### config.mk
export PLATFORM = sky130hd
export DESIGN_NAME = pad_sleep_retention
export DESIGN_NICKNAME = d
export VERILOG_FILES = /design/src/rtl/pad_sleep_pkg.sv /design/src/rtl/pad_sleep_cfg.sv /design/src/rtl/pad_sleep_track.sv /design/src/rtl/pad_sleep_drive.sv /design/src/rtl/pad_sleep_retention.sv
export SDC_FILE = /design/constraint.sdc
export NUM_CORES = 1
export LEC_CHECK = 0
export BUFFER_PORTS_ARGS = -buffer_cell sky130_fd_sc_hd__buf_2
export CELL_PAD_IN_SITES_DETAIL_PLACEMENT = 1
export CELL_PAD_IN_SITES_GLOBAL_PLACEMENT = 2
export CORE_UTILIZATION = 32
export CTS_BUF_LIST = sky130_fd_sc_hd__clkbuf_8
export DETAILED_ROUTE_END_ITERATION = 10
export HOLD_SLACK_MARGIN = 0.03
export PLACE_DENSITY = 0.89
export SLEW_MARGIN = 30
export SYNTH_ARGS = -nofsm -noshare
export SYNTH_HDL_FRONTEND = slang
export SYNTH_SLANG_ARGS = --single-unit
### constraint.sdc
create_clock -name clk_i -period 1.19 [get_ports clk_i]
set_input_delay 0.0595 -clock clk_i [delete_from_list [all_inputs] [get_ports clk_i]]
set_output_delay 0.0595 -clock clk_i [all_outputs]
set_load 0.01 [all_outputs]
### src/rtl/pad_sleep_pkg.sv
package pad_sleep_pkg;

    localparam int unsigned MODE_W = 2;

    typedef enum logic [MODE_W-1:0] {
        SLP_TIE_LO = 2'd0,
        SLP_TIE_HI = 2'd1,
        SLP_HIGHZ  = 2'd2,
        SLP_HOLD   = 2'd3
    } sleep_mode_e;

    typedef struct packed {
        logic        en;
        sleep_mode_e mode;
    } pad_sleep_cfg_t;

    typedef struct packed {
        logic d;
        logic oe;
    } pad_drv_t;

    localparam pad_sleep_cfg_t CFG_RESET = '{en: 1'b0, mode: SLP_TIE_LO};

    function automatic pad_drv_t sleep_drive(input sleep_mode_e mode,
                                             input pad_drv_t    held);
        pad_drv_t r;
        unique case (mode)
            SLP_TIE_LO: r = '{d: 1'b0, oe: 1'b1};
            SLP_TIE_HI: r = '{d: 1'b1, oe: 1'b1};
            SLP_HIGHZ:  r = '{d: 1'b0, oe: 1'b0};
            default:    r = held;
        endcase
        return r;
    endfunction

endpackage

### src/rtl/pad_sleep_cfg.sv
module pad_sleep_cfg
    import pad_sleep_pkg::*;
(
    input  logic           clk_i,
    input  logic           rst_i,
    input  logic           wr_i,
    input  pad_sleep_cfg_t wdata_i,
    input  logic           lock_i,
    output pad_sleep_cfg_t cfg_o,
    output logic           open_o
);

    pad_sleep_cfg_t cfg_q;
    logic           open_q;

    always_ff @(posedge clk_i) begin
        if (rst_i) begin
            cfg_q  <= CFG_RESET;
            open_q <= 1'b1;
        end else begin
            if (wr_i && open_q) begin
                cfg_q <= wdata_i;
            end
            if (lock_i) begin
                open_q <= 1'b0;
            end
        end
    end

    assign cfg_o  = cfg_q;
    assign open_o = open_q;

endmodule

### src/rtl/pad_sleep_track.sv
module pad_sleep_track
    import pad_sleep_pkg::*;
(
    input  logic     clk_i,
    input  logic     rst_i,
    input  logic     trig_i,
    input  logic     en_i,
    input  logic     clr_i,
    input  pad_drv_t live_i,
    output logic     asleep_o,
    output pad_drv_t held_o
);

    logic     asleep_q;
    pad_drv_t held_q;
    logic     enter;
    logic     capture;

    assign enter   = trig_i && en_i;
    assign capture = enter && !asleep_q;

    always_ff @(posedge clk_i) begin
        if (rst_i) begin
            asleep_q <= 1'b0;
            held_q   <= '0;
        end else begin
            asleep_q <= enter || (asleep_q && !clr_i);
            if (capture) begin
                held_q <= live_i;
            end
        end
    end

    assign asleep_o = asleep_q;
    assign held_o   = held_q;

endmodule

### src/rtl/pad_sleep_drive.sv
module pad_sleep_drive
    import pad_sleep_pkg::*;
(
    input  logic        asleep_i,
    input  sleep_mode_e mode_i,
    input  pad_drv_t    live_i,
    input  pad_drv_t    held_i,
    output pad_drv_t    drv_o
);

    always_comb begin
        if (asleep_i) begin
            drv_o = sleep_drive(mode_i, held_i);
        end else begin
            drv_o = live_i;
        end
    end

endmodule

### src/rtl/pad_sleep_retention.sv
module pad_sleep_retention
    import pad_sleep_pkg::*;
#(
    parameter int unsigned NUM_PADS = 8
) (
    input  logic                clk_i,
    input  logic                rst_i,
    input  logic [NUM_PADS-1:0] live_dout_i,
    input  logic [NUM_PADS-1:0] live_doe_i,
    input  logic [NUM_PADS-1:0] cfg_wr_i,
    input  logic                cfg_sleep_en_i,
    input  logic [MODE_W-1:0]   cfg_mode_i,
    input  logic [NUM_PADS-1:0] cfg_lock_i,
    input  logic                sleep_trig_i,
    input  logic [NUM_PADS-1:0] sleep_clr_i,
    output logic [NUM_PADS-1:0] pad_dout_o,
    output logic [NUM_PADS-1:0] pad_doe_o,
    output logic [NUM_PADS-1:0] sleep_state_o
);

    pad_sleep_cfg_t                   wdata;
    logic [NUM_PADS-1:0]              cfg_en_q;
    logic [NUM_PADS-1:0][MODE_W-1:0]  cfg_mode_q;
    logic [NUM_PADS-1:0]              cfg_open_q;
    logic [NUM_PADS-1:0]              held_dout;
    logic [NUM_PADS-1:0]              held_doe;

    assign wdata = '{en: cfg_sleep_en_i, mode: sleep_mode_e'(cfg_mode_i)};

    for (genvar p = 0; p < NUM_PADS; p++) begin : g_pad
        pad_sleep_cfg_t cfg;
        pad_drv_t       live;
        pad_drv_t       held;
        pad_drv_t       drv;
        logic           asleep;

        assign live = '{d: live_dout_i[p], oe: live_doe_i[p]};

        pad_sleep_cfg u_cfg (
            .clk_i   (clk_i),
            .rst_i   (rst_i),
            .wr_i    (cfg_wr_i[p]),
            .wdata_i (wdata),
            .lock_i  (cfg_lock_i[p]),
            .cfg_o   (cfg),
            .open_o  (cfg_open_q[p])
        );

        pad_sleep_track u_track (
            .clk_i    (clk_i),
            .rst_i    (rst_i),
            .trig_i   (sleep_trig_i),
            .en_i     (cfg.en),
            .clr_i    (sleep_clr_i[p]),
            .live_i   (live),
            .asleep_o (asleep),
            .held_o   (held)
        );

        pad_sleep_drive u_drive (
            .asleep_i (asleep),
            .mode_i   (cfg.mode),
            .live_i   (live),
            .held_i   (held),
            .drv_o    (drv)
        );

        assign cfg_en_q[p]      = cfg.en;
        assign cfg_mode_q[p]    = cfg.mode;
        assign held_dout[p]     = held.d;
        assign held_doe[p]      = held.oe;
        assign pad_dout_o[p]    = drv.d;
        assign pad_doe_o[p]     = drv.oe;
        assign sleep_state_o[p] = asleep;
    end

endmodule

==> metrics <==
Logic pwr share 15.5%; worst-path fanout max 2; Total Power 3880 uW; FF-to-FF Start g_pad[5].u_track.asleep_o$_SDFF_PP0_; clk buf depth 2; commonest non-fill, non-tap cell in the layout sky130_fd_sc_hd__buf_2; Internal Power 2930 uW; CTS tree yes; antenna violations before repair 0; clock edge transition at the registers on the reported setup and hold paths 90 ps; fraction of power spent switching nets 24.5%; RSZ-0062 raised after global routing yes; overflow left after global routing 0; share of final-layout standard cells stronger than drive strength 1 40.2%; remaining max-slew budget at the tightest pin 78.5%; final setup violation count 0; Clock Sinks 56; worst hold path stage count 3; post-place setup slack 255 ps; Mapped Avg Cell Area 9.21 um2; worst-margin pin slew 323 ps; average wire per standard cell 13.6 um; total wirelength of the detailed-routed design 6660 um; Max Clock Skew 8.22 ps; leakage power 0.00147 uW; I/O pins 70; total routing resource utilization after global routing 15.6%; total CTS buffers 5; area grow syn2layout 34.7%; vias in the first global route 2,294; buffers added on ports 69; Critical Path Sink Type output pin; status finished clean; final routed DRC violation total 0; R2R depth 2; Hold/Removal Path Class in2reg; area of the multi-input gates 0.00144 mm2; power per cell area 1070 mW/mm2; post-route antenna net violation count 0; worst setup path category reg2out; row count 33; DR iter-0 viols 49; Yosys reg bits 56; die width 93.7 um; Min-Delay Startpoint live_doe_i[0]; Critical Path Start g_pad[5].u_track.held_o[1]$_SDFFE_PP0P_; number of nets in the synthesized netlist 338; sequential cell area in the final layout 0.00117 mm2; clock insertion delay at the later pin of the skew report 310 ps; final critical-path setup slack 29.4 ps; highest-count cells in the layout ignoring fill and taps sky130_fd_sc_hd__buf_2, sky130_fd_sc_hd__nand2b_1, sky130_fd_sc_hd__a21oi_1, sky130_fd_sc_hd__dfxtp_1, sky130_fd_sc_hd__dlygate4sd3_1; routed vias/inst 4.77; maxcap violations 0; Pre-antenna DRT Iters 4; startpoint class of the critical path flop; diode count 0; fmax 862 MHz; sw power 949 uW; Syn Inst Count 292; number of endpoints with negative hold slack in the final report 0; filler cell count 994; total count of max-transition violations in the final report 0; vias 2,326; Worst Hold Slack 40.0 ps; half-perimeter wire length after placement 4360 um; sequential element share of the synthesized area 41.7%; minimum clock period after layout 1160 ps; master cell of the clock root buffer sky130_fd_sc_hd__clkbuf_8; summed instance area of the synthesized netlist 0.00269 mm2; net count reported at finish 428; required time at the endpoint of the critical path 1130 ps; Yosys warning count 0; global-route wire length before repair 10,800 um; Die ar. 0.00878 mm2; Critical Path AT 1100 ps; initial core utilization 32.9%; ratio of final minimum period to clock period 97.5%; routability congestion estimate from global placement 0.752; CTS H-tree depth 2; Peak supply drop 418 uV; area of the core 0.00818 mm2; maximum number of pins on one net before global-route repair 70; power share of the clock group 31.7%; floorplan die height 93.7 um; Seq pwr share 52.8%; number of distinct library cells after synthesis 21
## sequential cells by signal, summed over array words and instances (netlist names)
| register | cells |
|---|---|
| g_pad.u_track.asleep_o | 8 |
| g_pad.u_cfg.cfg_o | 24 |
| g_pad.u_cfg.open_o | 8 |
| g_pad.u_track.held_o | 16 |
## power groups by stage
stage	combinational (uW)	clock [uW]	sequential [uW]
finish	601	1230	2050
floorplan	321	0	2060
detailed placement	486	0	2090
global route	659	1360	2060
global placement	475	0	2090
CTS	595	1280	2060
## per-layer routing
metal	up-vias	routed length, um	global-route usage [%]
met3	12	190	2.51
met1	1089	3010	18.7
met2	48	3350	28.1
met5	-	0	0
met4	0	104	5.38
li1	1177	-	-
## final timing paths
path | endpoint | slack [ps]
worst min-delay path | g_pad[0].u_track.held_o[0]$_SDFFE_PP0P_ | 40
worst max-delay path | pad_dout_o[5] | 30
worst max register to register | g_pad[5].u_track.held_o[0]$_SDFFE_PP0P_ | 260
worst min register to register | g_pad[6].u_track.asleep_o$_SDFF_PP0_ | 480
## cells by family (layout without fill, tap and decap cells)
| kind of cell | Yosys count | in the layout | share of synthesized area, % |
|---|---|---|---|
| buffers and inverters | 28 | 119 | 6.33 |
| DFF | 56 | 56 | 41.7 |
| AOI/OAI and AO/OA | 80 | 80 | 21.6 |
| and+or+nand+nor | 112 | 112 | 24.5 |
| muxes | 16 | 16 | 5.95 |
## Yosys cell counts (all sizes together)
master / instances / area share [%]
a21o: 8 / 2.2
inv: 8 / 1.1
buf: 19 / 5.1
nor2: 8 / 1.1
mux2i: 16 / 6.0
dfxtp: 56 / 42
a21bo: 24 / 8.9
a31oi: 8 / 1.9
nor2b: 8 / 1.9
a31o: 8 / 2.6
nand3: 24 / 4.5
nand2b: 48 / 12
and3b: 8 / 3.2
clkbuf: 1 / 0.14
a21oi: 32 / 6.0
nand2: 16 / 2.2
## critical path, stage by stage (launching register included)
cell and delay, ps:
sky130_fd_sc_hd__dfxtp_2 330, sky130_fd_sc_hd__nand2b_4 130, sky130_fd_sc_hd__a31o_4 220, sky130_fd_sc_hd__buf_6 110
## per-stage QoR
stage / instances / utilization (%) / TNS, ps / instance area [um2]
after detailed placement: 447 / 37.3 / 0 / 3050
final: 488 / 44.3 / 0 / 3620
after global routing: 488 / 44.3 / -65.4 / 3620
after floorplan: 292 / - / 0 / 2690
after CTS: 488 / 43.7 / 0 / 3570
after global placement: 447 / 37.3 / 0 / 3050
## what timing repair did
| item | 4_1_cts | 5_1_grt |
|---|---|---|
| resized for setup | 28 | 17 |
| gates cloned | 0 | 0 |
| setup endpoints to repair | 9 | 12 |
| buffers inserted | 2 | 0 |
| pin swaps | 7 | 1 |
| hold buffers | 31 | 0 |
| endpoints found under the hold margin | 31 | 0 |
## cell type report
cell class / count / share of cell area [%]
inverter: 8 / 0.829
clock inverter: 3 / 1.17
tap: 105 / 3.63
multi-input combinational: 208 / 39.8
timing repair buffer: 103 / 20.4
sequential: 56 / 32.3
clock buffer: 5 / 1.90
No activity file was read; power rests on OpenSTA's default activity.
